$ cat config.mk
export PLATFORM = sky130hd
export DESIGN_NAME = ramp_attenuator
export DESIGN_NICKNAME = d
export VERILOG_FILES = /design/src/rtl/vol_pkg.sv /design/src/rtl/vol_level_track.sv /design/src/rtl/vol_scale_pipe.sv /design/src/rtl/ramp_attenuator.sv
export SDC_FILE = /design/constraint.sdc
export NUM_CORES = 1
export LEC_CHECK = 0
export BUFFER_PORTS_ARGS = -buffer_cell sky130_fd_sc_hd__buf_2
export CELL_PAD_IN_SITES_DETAIL_PLACEMENT = 0
export CELL_PAD_IN_SITES_GLOBAL_PLACEMENT = 1
export CORE_MARGIN = 4
export CORE_UTILIZATION = 55
export CTS_BUF_LIST = sky130_fd_sc_hd__clkbuf_4 sky130_fd_sc_hd__clkbuf_8
export CTS_CLUSTER_SIZE = 12
export DETAILED_ROUTE_END_ITERATION = 10
export PLACE_DENSITY_LB_ADDON = 0.1
export SYNTH_ARGS = -nofsm -noshare
export SYNTH_HDL_FRONTEND = slang
export SYNTH_SLANG_ARGS = --single-unit
$ cat constraint.sdc
create_clock -name clk -period 22.7 [get_ports clk]
set_clock_uncertainty 0.15 [all_clocks]
set_input_delay 4.54 -clock clk [delete_from_list [all_inputs] [get_ports clk]]
set_output_delay 4.54 -clock clk [all_outputs]
set_load 0.005 [all_outputs]
$ cat src/rtl/vol_pkg.sv
package vol_pkg;

    // Frames per level code at normal speed; double and quad speed scale it.
    localparam int STEP_FRAMES_BASE = 4;
    localparam int STEP_FRAMES_MAX  = STEP_FRAMES_BASE * 4;
    localparam int TMR_W            = $clog2(STEP_FRAMES_MAX);

    typedef enum logic [1:0] {
        SPD_NORMAL   = 2'd0,
        SPD_DOUBLE   = 2'd1,
        SPD_QUAD     = 2'd2,
        SPD_QUAD_ALT = 2'd3
    } speed_e;

    typedef enum logic [1:0] {
        DIR_HOLD = 2'd0,
        DIR_UP   = 2'd1,
        DIR_DOWN = 2'd2
    } ramp_dir_e;

    typedef logic [TMR_W-1:0] tmr_t;

    // Last timer count before a step, per speed mode.
    function automatic tmr_t step_limit(speed_e mode);
        case (mode)
            SPD_NORMAL: return tmr_t'(STEP_FRAMES_BASE - 1);
            SPD_DOUBLE: return tmr_t'(2 * STEP_FRAMES_BASE - 1);
            default:    return tmr_t'(STEP_FRAMES_MAX - 1);
        endcase
    endfunction

endpackage

$ cat src/rtl/vol_level_track.sv
module vol_level_track
    import vol_pkg::*;
#(
    parameter int LEVEL_W = 8
) (
    input  logic               clk,
    input  logic               rst,
    input  logic               frame_tick,
    input  tmr_t               step_lim,
    input  logic               wr_en,
    input  logic [LEVEL_W-1:0] wr_level,
    output logic [LEVEL_W-1:0] cur_level,
    output logic [LEVEL_W-1:0] tgt_level
);

    localparam logic [LEVEL_W-1:0] LVL_FULL = '1;

    logic [LEVEL_W-1:0] cur_q;
    logic [LEVEL_W-1:0] tgt_q;
    logic [LEVEL_W-1:0] eff_tgt;
    tmr_t               tmr_q;
    ramp_dir_e          dir;
    logic               expire;

    always_comb begin
        // A write in this cycle already steers this cycle's decision.
        eff_tgt = wr_en ? wr_level : tgt_q;
        if (eff_tgt > cur_q) begin
            dir = DIR_UP;
        end else if (eff_tgt < cur_q) begin
            dir = DIR_DOWN;
        end else begin
            dir = DIR_HOLD;
        end
        expire = frame_tick && (tmr_q >= step_lim);
    end

    always_ff @(posedge clk) begin
        if (rst) begin
            cur_q <= LVL_FULL;
            tgt_q <= LVL_FULL;
            tmr_q <= '0;
        end else begin
            tgt_q <= eff_tgt;
            if (dir == DIR_HOLD) begin
                tmr_q <= '0;
            end else if (frame_tick) begin
                if (expire) begin
                    tmr_q <= '0;
                    cur_q <= (dir == DIR_UP) ? cur_q + 1'b1 : cur_q - 1'b1;
                end else begin
                    tmr_q <= tmr_q + 1'b1;
                end
            end
        end
    end

    assign cur_level = cur_q;
    assign tgt_level = tgt_q;

endmodule

$ cat src/rtl/vol_scale_pipe.sv
module vol_scale_pipe #(
    parameter int CH_W     = 2,
    parameter int SAMPLE_W = 24,
    parameter int LEVEL_W  = 8
) (
    input  logic                clk,
    input  logic                rst,
    input  logic                in_valid,
    output logic                in_ready,
    input  logic [CH_W-1:0]     in_ch,
    input  logic [SAMPLE_W-1:0] in_sample,
    input  logic [LEVEL_W-1:0]  in_level,
    output logic                out_valid,
    input  logic                out_ready,
    output logic [CH_W-1:0]     out_ch,
    output logic [SAMPLE_W-1:0] out_sample
);

    localparam int PROD_W = SAMPLE_W + LEVEL_W + 1;
    localparam int MAG_W  = SAMPLE_W + LEVEL_W;
    localparam int SHIFT  = MAG_W + LEVEL_W;
    localparam int RP_W   = MAG_W + SHIFT + 1;
    localparam logic [SHIFT:0]   DIVISOR   = (SHIFT+1)'((1 << LEVEL_W) - 1);
    localparam logic [SHIFT:0]   ONE_S     = {1'b1, {SHIFT{1'b0}}};
    // ceil(2^SHIFT / divisor): exact floor division for MAG_W-bit dividends.
    localparam logic [SHIFT:0]   MAGIC     = (ONE_S + DIVISOR - 1'b1) / DIVISOR;
    localparam logic [MAG_W-1:0] ROUND_OFS = MAG_W'(((1 << LEVEL_W) - 1) / 2);

    typedef struct packed {
        logic [CH_W-1:0]  ch;
        logic             neg;
        logic [MAG_W-1:0] mag;
    } stage_a_t;

    typedef struct packed {
        logic [CH_W-1:0]     ch;
        logic [SAMPLE_W-1:0] smp;
    } stage_b_t;

    stage_a_t a_q, a_d;
    stage_b_t b_q, b_d;
    logic     a_v, b_v;
    logic     a_ready, b_ready;

    logic signed [PROD_W-1:0] samp_x, lvl_x, prod;
    logic [MAG_W-1:0]         x_rnd;
    logic [MAG_W:0]           quot;
    logic signed [MAG_W+1:0]  sres;
    logic [MAG_W+2-SAMPLE_W:0] sign_bits;

    assign b_ready  = !b_v || out_ready;
    assign a_ready  = !a_v || b_ready;
    assign in_ready = a_ready;

    // Stage A: signed sample times unsigned level, kept as sign and magnitude.
    always_comb begin
        samp_x   = {{(LEVEL_W+1){in_sample[SAMPLE_W-1]}}, in_sample};
        lvl_x    = {{(SAMPLE_W+1){1'b0}}, in_level};
        prod     = samp_x * lvl_x;
        a_d.ch   = in_ch;
        a_d.neg  = prod[PROD_W-1];
        a_d.mag  = MAG_W'(prod[PROD_W-1] ? -prod : prod);
    end

    // Stage B: round to nearest, divide by full scale via reciprocal, clamp.
    always_comb begin
        x_rnd     = a_q.mag + ROUND_OFS;
        quot      = (MAG_W+1)'(({{(SHIFT+1){1'b0}}, x_rnd} *
                                {{MAG_W{1'b0}}, MAGIC}) >> SHIFT);
        sres      = a_q.neg ? -$signed({1'b0, quot}) : $signed({1'b0, quot});
        sign_bits = sres[MAG_W+1:SAMPLE_W-1];
        b_d.ch    = a_q.ch;
        if ((&sign_bits) || !(|sign_bits)) begin
            b_d.smp = sres[SAMPLE_W-1:0];
        end else if (sres[MAG_W+1]) begin
            b_d.smp = {1'b1, {(SAMPLE_W-1){1'b0}}};
        end else begin
            b_d.smp = {1'b0, {(SAMPLE_W-1){1'b1}}};
        end
    end

    always_ff @(posedge clk) begin
        if (rst) begin
            a_v <= 1'b0;
            b_v <= 1'b0;
            a_q <= '0;
            b_q <= '0;
        end else begin
            if (a_ready) begin
                a_v <= in_valid;
                if (in_valid) begin
                    a_q <= a_d;
                end
            end
            if (b_ready) begin
                b_v <= a_v;
                if (a_v) begin
                    b_q <= b_d;
                end
            end
        end
    end

    assign out_valid  = b_v;
    assign out_ch     = b_q.ch;
    assign out_sample = b_q.smp;

endmodule

$ cat src/rtl/ramp_attenuator.sv
module ramp_attenuator
    import vol_pkg::*;
#(
    parameter int NUM_CH   = 4,
    parameter int SAMPLE_W = 24,
    parameter int LEVEL_W  = 8,
    localparam int CH_W    = (NUM_CH > 1) ? $clog2(NUM_CH) : 1
) (
    input  logic                clk,
    input  logic                rst,
    input  logic [1:0]          speed_mode,
    input  logic                frame_tick,
    input  logic                lvl_wr_en,
    input  logic [CH_W-1:0]     lvl_wr_ch,
    input  logic [LEVEL_W-1:0]  lvl_wr_data,
    input  logic                in_valid,
    output logic                in_ready,
    input  logic [CH_W-1:0]     in_ch,
    input  logic [SAMPLE_W-1:0] in_sample,
    output logic                out_valid,
    input  logic                out_ready,
    output logic [CH_W-1:0]     out_ch,
    output logic [SAMPLE_W-1:0] out_sample
);

    logic [NUM_CH-1:0][LEVEL_W-1:0] lvl_cur;
    logic [NUM_CH-1:0][LEVEL_W-1:0] lvl_tgt;
    tmr_t                           step_lim;
    logic [LEVEL_W-1:0]             sel_level;

    assign step_lim  = step_limit(speed_e'(speed_mode));
    assign sel_level = lvl_cur[in_ch];

    for (genvar g = 0; g < NUM_CH; g++) begin : g_chan
        logic hit;
        assign hit = lvl_wr_en && (lvl_wr_ch == CH_W'(g));

        vol_level_track #(
            .LEVEL_W (LEVEL_W)
        ) u_trk (
            .clk        (clk),
            .rst        (rst),
            .frame_tick (frame_tick),
            .step_lim   (step_lim),
            .wr_en      (hit),
            .wr_level   (lvl_wr_data),
            .cur_level  (lvl_cur[g]),
            .tgt_level  (lvl_tgt[g])
        );
    end

    vol_scale_pipe #(
        .CH_W     (CH_W),
        .SAMPLE_W (SAMPLE_W),
        .LEVEL_W  (LEVEL_W)
    ) u_pipe (
        .clk        (clk),
        .rst        (rst),
        .in_valid   (in_valid),
        .in_ready   (in_ready),
        .in_ch      (in_ch),
        .in_sample  (in_sample),
        .in_level   (sel_level),
        .out_valid  (out_valid),
        .out_ready  (out_ready),
        .out_ch     (out_ch),
        .out_sample (out_sample)
    );

endmodule

==> flow_metrics.env, run 1 <==
export IMPL_crit_slowest_cell="xor2_1"
export IMPL_hp_class="flop to flop"
export IMPL_vias=18400
export IMPL_setup_violations_final=0
export IMPL_ys_types=95
export IMPL_antenna_found_initial=0
export IMPL_fp_dieW_microns=213
export IMPL_vias_per_cell=5.73
export IMPL_grt_pass1_vias=18600
export IMPL_crit_fanout=24
export IMPL_synth_most_common_cell="ha_1"
export IMPL_final_antenna_net_count=0
export IMPL_synth_area_sq_mm=0.0231
export IMPL_drtPass1Iterations=7
export IMPL_synthArstFlopShare_pct=0
export IMPL_wl_met2_microns=27700
export IMPL_path_class="input port to flop"
export IMPL_htreeDepth=4
export IMPL_slew_violations=0
export IMPL_start_util_pct=56.1
export IMPL_finalWirelength_microns=58000
export IMPL_highest_layer="met4"
export IMPL_r2r_slack_ns=12.41
export IMPL_cts_hold_buf=0
export IMPL_grt_usage_pct=26.3
export IMPL_met1_length_microns=26900
export IMPL_dp_hpwl_microns=49100
export IMPL_syn_num_nets=3294
export IMPL_syn_inst=2655
export IMPL_hold_viol_final=0
export IMPL_critical_path_max_stage_delay_ns=0.88
export IMPL_crit_chain="buf_2 -> mux4_2 -> and2_1 -> fa_1 -> fa_1 -> inv_1 -> fa_1 -> inv_1 -> fa_1 -> ha_1 -> o21a_1 -> o21ai_1 -> a21oi_1 -> nor2_1 -> or4_1 -> a31o_2 -> a31oi_1 -> xor2_1 -> o21ai_0 -> xor2_1 -> a211oi_1"
export IMPL_num_rows=74
export IMPL_yosys_warnings=0
export IMPL_period_needed_ns=11.65
export IMPL_cts_max_path_buffers=2
export IMPL_tritoncts="yes"
export IMPL_route_detailed_drc=0
export IMPL_cts_sinks=143
export IMPL_syn_to_final_growth_pct=5.08
export IMPL_cp_arrival_ns=11.89
export IMPL_max_slew_margin_pct=21.8
export IMPL_tightestPinTransition_ns=1.17
export IMPL_worst_slack_ns=11.05
export IMPL_start_kind="input port"
export IMPL_dieArea_sq_mm=0.0453
export IMPL_cts_root_buffer="clkbuf_8"
export IMPL_period_share_pct=51.3
export IMPL_synth_commonest_cells="398 x ha_1, 327 x inv_1, 226 x nand2_1"
export IMPL_synth_largest_area_cell="ha_1"
export IMPL_post_cts_buffers=0
export IMPL_clkSlewWorstSetupHoldPaths_ns=0.08
export IMPL_synth_main_ff_cell="dfxtp_1"
export IMPL_synthTopCellsByArea="ha_1 22%, fa_1 17%, dfxtp_1 12%"
export IMPL_fmax_mhz=85.8
export IMPL_required_ns=22.93
export IMPL_routed_wl_met3_microns=1840
export IMPL_post_route_util_pct=59.0
export IMPL_avgSynthCellArea_sq_um=8.69
export IMPL_core_area_sq_mm=0.0411
export IMPL_diodes=0
export IMPL_synth_edf_count=0
export IMPL_tns_ns=0
export IMPL_holdWs_ns=0.310
export IMPL_place_gp_congestion=0.933
export IMPL_synth_seq_cells=143
export IMPL_first_iter_violations=981
export IMPL_grt_max_degree=88
export IMPL_grt_overflow_total=0
export IMPL_numPortBuffers=71
export IMPL_yosysSeqAreaShare_pct=12.4
export IMPL_ioPinCount=72
export IMPL_preCtsSetupSlack_ns=10.54
export IMPL_cts_buffers=17
export IMPL_outcome="finished, final reports clean"
export IMPL_fp_dieH_microns=213
export IMPL_insertion_delay_ns=0.48
export IMPL_cpMostUsedCell="fa_1"
export IMPL_cts_resized=0
export IMPL_drive_above_1_share_pct=7.67
export IMPL_maxCapViolCount=0
export IMPL_routedWlPerCell_microns=18.0
export IMPL_rsz0062_at_grt="no"
export IMPL_fin_nets=3312
export IMPL_synth_top_area_share_pct=21.6
export IMPL_endpoint_kind="flop"
export IMPL_grt_pass1_wl_microns=96700
[state kept, by name, indices dropped and copies added (netlist names)]
name                    count
u_pipe.a_q                 35
g_chan.u_trk.cur_level     32
g_chan.u_trk.tgt_level     32
u_pipe.out_sample          24
g_chan.u_trk.tmr_q         16
u_pipe.out_ch               2
u_pipe.a_v                  1
u_pipe.out_valid            1
[layout by cell type, fill, tap and decap left out, types with 14 or more instances in the layout]
| cell | netlist | final |
|---|---|---|
| clkbuf_8 | 0 | 17 |
| o21bai_1 | 26 | 26 |
| nor3_1 | 38 | 38 |
| nor4_1 | 17 | 17 |
| mux2_2 | 31 | 31 |
| xor2_1 | 58 | 58 |
| o21a_1 | 15 | 15 |
| o31ai_1 | 16 | 16 |
| nand3_1 | 38 | 38 |
| dfxtp_1 | 143 | 143 |
| or3_1 | 17 | 17 |
| a21o_1 | 51 | 51 |
| a31oi_1 | 18 | 18 |
| a221o_1 | 14 | 14 |
| inv_1 | 327 | 326 |
| a211oi_1 | 21 | 21 |
| a21oi_1 | 157 | 157 |
| and3_1 | 19 | 19 |
| and2_1 | 146 | 145 |
| nand4_1 | 36 | 36 |
| xnor2_1 | 113 | 112 |
| nand2b_1 | 40 | 40 |
| o211ai_1 | 33 | 33 |
| nand2_1 | 226 | 226 |
| nor2_1 | 108 | 108 |
| ha_1 | 398 | 398 |
| buf_2 | 3 | 71 |
| fa_1 | 197 | 197 |
| o21ai_0 | 98 | 98 |
[kinds of logic after synthesis]
family                     count (synthesis)  share of synthesized area, %
muxes                                     48                          2.68
and+or+nand+nor                          748                          16.9
AOI/OAI and AO/OA                        541                          16.1
buffers and inverters                    409                          6.75
DFF                                      143                          12.4
xor gates and xnor gates                 171                          6.49
adders and majority gates                595                          38.7
[worst paths after layout]
kind / cells after the start / startpoint / end
worst min-delay path: 2 / u_pipe.out_sample[23] / u_pipe.out_sample[23]
worst max-delay path: 21 / in_ch[0] / u_pipe.a_q[25]
worst min register to register: 2 / u_pipe.out_sample[23] / u_pipe.out_sample[23]
worst max register to register: 26 / u_pipe.a_q[3] / u_pipe.out_sample[4]
[area by class of cell]
class	instances	area, sq um
clock buffers	19	249
clock inverters	13	151
fillers	3778	16900
inverters	328	1230
multi-input cells	2103	18700
flip-flops and latches	143	2860
well taps	532	666
repair buffers	80	423
[critical path: cells and delay by family]
family / cells / cell delay (ns)
simple gates: 3 / 1.00
buf+inv: 3 / 0.40
compound gates: 7 / 1.63
mux: 1 / 0.77
xor+xnor: 2 / 1.11
fa+ha+maj: 5 / 2.42
[metrics by stage]
step	std cells	instance area, sq um
after floorplan	2655	23100
after global placement	3186	23800
after detailed placement	3186	23800
after CTS	3218	24200
after global routing	3218	24200
final	3218	24200
[per-layer routing]
| metal | GRT usage, % | vias to the layer above |
|---|---|---|
| met3 | 3.07 | 84 |
| met4 | 7.33 | 0 |
| met5 | 0 | - |
| met1 | 35.7 | 8783 |
| met2 | 44.8 | 337 |
| li1 | - | 9223 |
Power of run 1 is left out: the tool's default activity adds up to more than one toggle a clock period on the data nets, which glitch-free logic cannot reach.
==> run 2: changes to the inputs <==
--- a/config.mk
+++ b/config.mk
@@ -9,7 +9,7 @@
 export CELL_PAD_IN_SITES_DETAIL_PLACEMENT = 0
 export CELL_PAD_IN_SITES_GLOBAL_PLACEMENT = 1
 export CORE_MARGIN = 4
-export CORE_UTILIZATION = 55
+export CORE_UTILIZATION = 46
 export CTS_BUF_LIST = sky130_fd_sc_hd__clkbuf_4 sky130_fd_sc_hd__clkbuf_8
 export CTS_CLUSTER_SIZE = 12
 export DETAILED_ROUTE_END_ITERATION = 10
==> constraint.sdc (replaced) <==
create_clock -name clk -period 10.7 [get_ports clk]
set_clock_uncertainty 0.15 [all_clocks]
set_input_delay 2.14 -clock clk [delete_from_list [all_inputs] [get_ports clk]]
set_output_delay 2.14 -clock clk [all_outputs]
set_load 0.005 [all_outputs]
==> flow_metrics.env, run 2 (synthesized netlist as in run 1, its figures left out) <==
export IMPL_final_antenna_net_count=0
export IMPL_cts_buffers=17
export IMPL_htreeDepth=4
export IMPL_critical_path_max_stage_delay_ns=0.82
export IMPL_fp_dieH_microns=232
export IMPL_place_gp_congestion=0.936
export IMPL_cts_root_buffer="clkbuf_8"
export IMPL_setup_violations_final=0
export IMPL_vias_per_cell=5.54
export IMPL_dp_hpwl_microns=51500
export IMPL_cpMostUsedCell="ha_1"
export IMPL_layout_commonest_cell="ha_1"
export IMPL_ioPinCount=72
export IMPL_path_buf_inv=3
export IMPL_tightestPinTransition_ns=1.19
export IMPL_hold_viol_final=0
export IMPL_largest_reg_flops=35
export IMPL_post_cts_buffers=0
export IMPL_start_kind="flop"
export IMPL_period_needed_ns=9.21
export IMPL_multi_input_area_sq_mm=0.0187
export IMPL_maxCapViolCount=0
export IMPL_finalWirelength_microns=62000
export IMPL_cts_sinks=143
export IMPL_insertion_delay_ns=0.51
export IMPL_core_area_sq_mm=0.0493
export IMPL_crit_fanout=16
export IMPL_outcome="finished, final reports clean"
export IMPL_route_detailed_drc=0
export IMPL_routedWlPerCell_microns=18.5
export IMPL_top_register="u_pipe.a_q"
export IMPL_cp_top_family="compound AO/OA/AOI/OAI gates"
export IMPL_crit_slowest_cell="nor4_1"
export IMPL_numPortBuffers=71
export IMPL_grt_max_degree=88
export IMPL_fmax_mhz=109
export IMPL_cts_hold_buf=0
export IMPL_grt_pass1_vias=18700
export IMPL_drive_above_1_share_pct=7.81
export IMPL_drtPass1Iterations=5
export IMPL_cts_max_path_buffers=2
export IMPL_period_share_pct=86.0
export IMPL_slew_violations=0
export IMPL_fin_nets=3316
export IMPL_diodes=0
export IMPL_endpoint_kind="flop"
export IMPL_seqCellArea_sq_mm=0.00286
export IMPL_hp_class="flop to flop"
export IMPL_antenna_found_initial=0
export IMPL_path_class="flop to flop"
export IMPL_syn_to_final_growth_pct=5.97
export IMPL_cp_arrival_ns=9.50
export IMPL_tritoncts="yes"
export IMPL_clkSlewWorstSetupHoldPaths_ns=0.09
export IMPL_grt_pass1_wl_microns=101000
export IMPL_fillers=4907
export IMPL_vias=18600
export IMPL_rsz0062_at_grt="no"
export IMPL_num_rows=81
export IMPL_cts_resized=0
export IMPL_fp_dieW_microns=232
export IMPL_start_util_pct=46.8
export IMPL_grt_overflow_total=0
export IMPL_dieArea_sq_mm=0.0538
export IMPL_tns_ns=0
export IMPL_required_ns=10.99
export IMPL_max_slew_margin_pct=19.7
export IMPL_first_iter_violations=978
export IMPL_layout_common_cells="398 x ha_1, 326 x inv_1, 226 x nand2_1"
export IMPL_grt_usage_pct=23.3
==> run 2: area by class of cell <==
class / count / area share, %
clock buffers: 18 / 0.988
clock inverters: 14 / 0.686
inverters: 328 / 5.04
multi-input cells: 2103 / 76.3
flip-flops and latches: 143 / 11.7
well taps: 664 / 3.40
repair buffers: 84 / 1.85
==> run 2: metrics by stage <==
step	cells	setup WS, ns	util, %	hold WS [ns]	instance area (sq um)
after global placement	3322	1.24	48.8	0.287	24000
final	3354	1.49	49.6	0.303	24400
after detailed placement	3322	1.14	48.8	0.296	24000
after global routing	3354	1.07	49.6	0.333	24400
after CTS	3354	1.57	49.6	0.311	24400
after floorplan	2655	1.78	-	0.282	23100
==> run 2: worst register-to-register path, stage by stage, from the launching register on <==
cell and delay (ns):
dfxtp_1 0.43, inv_1 0.17, ha_1 0.31, a31oi_1 0.38, and3_1 0.28, xor2_1 0.52, xnor2_1 0.26, ha_1 0.33
inv_1 0.05, fa_1 0.47, fa_1 0.52, inv_1 0.04, ha_1 0.31, ha_1 0.31, ha_1 0.39, nand4_1 0.19
or2_0 0.28, nor4_1 0.82, a41oi_1 0.39, a32oi_1 0.50, o211ai_4 0.17, nor4_4 0.38, nand4b_4 0.22, o21bai_4 0.25
a311oi_4 0.77, a221o_2 0.28
==> run 2: layer usage <==
layer	track usage, %	vias up	routed length, microns
li1	-	9238	-
met1	31.2	9015	28900
met2	40.3	275	30100
met3	2.38	60	1560
met4	6.07	0	1370
met5	0	-	0
==> run 2: final timing paths <==
| path | startpoint | end | slack [ns] | cells past startpoint |
|---|---|---|---|---|
| worst max-delay path | u_pipe.a_q[0] | u_pipe.out_sample[2] | 1.49 | 25 |
| worst min register to register | u_pipe.out_sample[23] | u_pipe.out_sample[23] | 0.30 | 2 |
| worst min-delay path | u_pipe.out_sample[23] | u_pipe.out_sample[23] | 0.30 | 2 |
| worst max register to register | u_pipe.a_q[0] | u_pipe.out_sample[2] | 1.49 | 25 |
Power of run 2 is left out for the same reason.
==> run 3: changes to the inputs <==
--- a/config.mk
+++ b/config.mk
@@ -10,10 +10,10 @@
 export CELL_PAD_IN_SITES_GLOBAL_PLACEMENT = 1
 export CORE_MARGIN = 4
 export CORE_UTILIZATION = 46
-export CTS_BUF_LIST = sky130_fd_sc_hd__clkbuf_4 sky130_fd_sc_hd__clkbuf_8
 export CTS_CLUSTER_SIZE = 12
 export DETAILED_ROUTE_END_ITERATION = 10
 export PLACE_DENSITY_LB_ADDON = 0.1
+export RECOVER_POWER = 50
 export SYNTH_ARGS = -nofsm -noshare
 export SYNTH_HDL_FRONTEND = slang
 export SYNTH_SLANG_ARGS = --single-unit
==> constraint.sdc (replaced) <==
create_clock -name clk -period 7.7 [get_ports clk]
set_clock_uncertainty 0.15 [all_clocks]
set_input_delay 1.54 -clock clk [delete_from_list [all_inputs] [get_ports clk]]
set_output_delay 1.54 -clock clk [all_outputs]
set_load 0.005 [all_outputs]
==> flow_metrics.env, run 3 (synthesized netlist as in run 1, its figures left out) <==
export IMPL_period_needed_ns=7.51
export IMPL_setup_violations_final=0
export IMPL_top_register="u_pipe.a_q"
export IMPL_tritoncts="yes"
export IMPL_tightestPinTransition_ns=3.99
export IMPL_crit_fanout=8
export IMPL_gr_usage_met3_pct=2.09
export IMPL_hold_end="u_pipe.out_ch[1]"
export IMPL_grt_max_degree=88
export IMPL_period_share_pct=97.5
export IMPL_critical_path_max_stage_delay_ns=0.52
export IMPL_maxCapViolCount=1
export IMPL_htreeDepth=4
export IMPL_worst_slack_ns=0.192
export IMPL_r2r_start="u_pipe.a_q[16]"
export IMPL_fin_area_sq_mm=0.0284
export IMPL_drive_above_1_share_pct=21.8
export IMPL_cts_max_path_buffers=2
export IMPL_fmax_mhz=133
export IMPL_fp_dieW_microns=232
export IMPL_finalWirelength_microns=64900
export IMPL_min_from="u_pipe.a_q[34]"
export IMPL_routedWlPerCell_microns=17.5
export IMPL_cts_sinks=143
export IMPL_start_util_pct=46.8
export IMPL_grt_use_met2_pct=40.4
export IMPL_largest_reg_flops=35
export IMPL_numPortBuffers=71
export IMPL_path_class="flop to flop"
export IMPL_place_gp_congestion=0.968
export IMPL_violations="max-capacitance violations, max-slew violations"
export IMPL_dp_cells=3658
export IMPL_layout_commonest_cell="ha_1"
export IMPL_clkSlewWorstSetupHoldPaths_ns=0.07
export IMPL_grt_busiest_layer="met2"
export IMPL_hp_class="flop to flop"
export IMPL_first_iter_violations=974
export IMPL_cts_root_buffer="clkbuf_16"
export IMPL_dp_hpwl_microns=53800
export IMPL_preCtsSetupSlack_ns=-0.364
export IMPL_ioPinCount=72
export IMPL_fp_dieH_microns=232
export IMPL_crit_slowest_cell="fa_1"
export IMPL_vias=20100
export IMPL_cts_buffers=17
export IMPL_hold_viol_final=0
export IMPL_r2r_cells=29
export IMPL_syn_to_final_growth_pct=23.1
export IMPL_route_detailed_drc=0
export IMPL_fin_nets=3675
export IMPL_cp_arrival_ns=7.70
export IMPL_grt_usage_pct=23.6
export IMPL_layout_common_cells="369 x ha_1, 358 x buf_4, 325 x inv_1"
export IMPL_num_rows=81
export IMPL_met1_usage_pct=31.6
export IMPL_outcome="finished, violations left"
export IMPL_antenna_found_initial=3
export IMPL_endpoint_kind="flop"
export IMPL_r2r_end="u_pipe.out_sample[3]"
export IMPL_core_area_sq_mm=0.0493
export IMPL_vias_per_cell=5.41
export IMPL_layout_cells_non_filler=3716
export IMPL_dieArea_sq_mm=0.0538
export IMPL_hold_depth=2
export IMPL_start_kind="flop"
export IMPL_required_ns=7.89
export IMPL_insertion_delay_ns=0.45
export IMPL_placed_area_sq_mm=0.0267
export IMPL_slew_violations=88
export IMPL_grt_pass1_wl_microns=104000
export IMPL_final_antenna_net_count=0
export IMPL_max_slew_margin_pct=-166
export IMPL_r2r_slack_ns=0.19
export IMPL_grt_pass1_vias=20200
export IMPL_drtPass1Iterations=5
export IMPL_grt_overflow_total=0
run 3: cell count changes in the layout (fill, tap and decap cells not counted), moves of 20 or more:
cell,change
buf_2,-21
ha_4,+29
clkbuf_1,+20
buf_4,+345
ha_1,-29
run 3: worst max path at each step:
stage | to | cells after the start | startpoint
floorplan | u_pipe.a_q[31] | 24 | in_ch[0]
global placement | u_pipe.a_q[28] | 29 | in_ch[0]
detailed placement | u_pipe.a_q[30] | 30 | in_ch[0]
CTS | u_pipe.out_sample[15] | 31 | u_pipe.a_q[0]
finish | u_pipe.out_sample[3] | 29 | u_pipe.a_q[16]
global route | u_pipe.out_sample[19] | 28 | u_pipe.a_q[5]
run 3: area by class of cell:
cell class / count / area (sq um)
Multi-Input combinational cell: 2107 / 19600
Clock inverter: 15 / 194
Tap cell: 664 / 831
Sequential cell: 143 / 2880
Inverter: 328 / 1230
Timing Repair Buffer: 439 / 3190
Antenna cell: 3 / 7.51
Fill cell: 4518 / 20900
Clock buffer: 17 / 425
run 3: worst max-delay path, delay by kind of cell, from the launching register on:
family                     cells  cell delay [ns]
buffers and inverters          6             0.97
adders and majority gates      5             1.92
DFF                            1             0.39
and+or+nand+nor                8             1.57
AOI/OAI and AO/OA              9             2.23
xor gates and xnor gates       1             0.15
run 3: per-stage QoR:
step	utilization [%]	setup TNS (ns)	hold slack, ns
2_1_floorplan	-	-0.0336	0.282
3_3_place_gp	54.1	-4.45	0.292
3_5_place_dp	54.1	-8.10	0.301
4_1_cts	55.5	0	0.306
5_1_grt	57.6	-0.708	0.336
6_report	57.6	0	0.304
run 3: per-layer routing:
metal  share of wire, %  up-vias  wire length, microns
met5                  0        -                     0
met4                2.8        0                  1790
met3                2.6       91                  1680
met1                 46     9733                 29800
met2                 49      315                 31600
li1                   -     9982                     -
run 3: timing repair:
action | CTS | global route
resized for setup | 4 | 145
hold endpoints to repair | 0 | 0
pin swaps | 2 | 45
endpoints found under the setup margin | 23 | 53
setup buffers | 2 | 17
cloned | 0 | 5
hold buffers | 0 | 0
Power of run 3 is left out for the same reason.
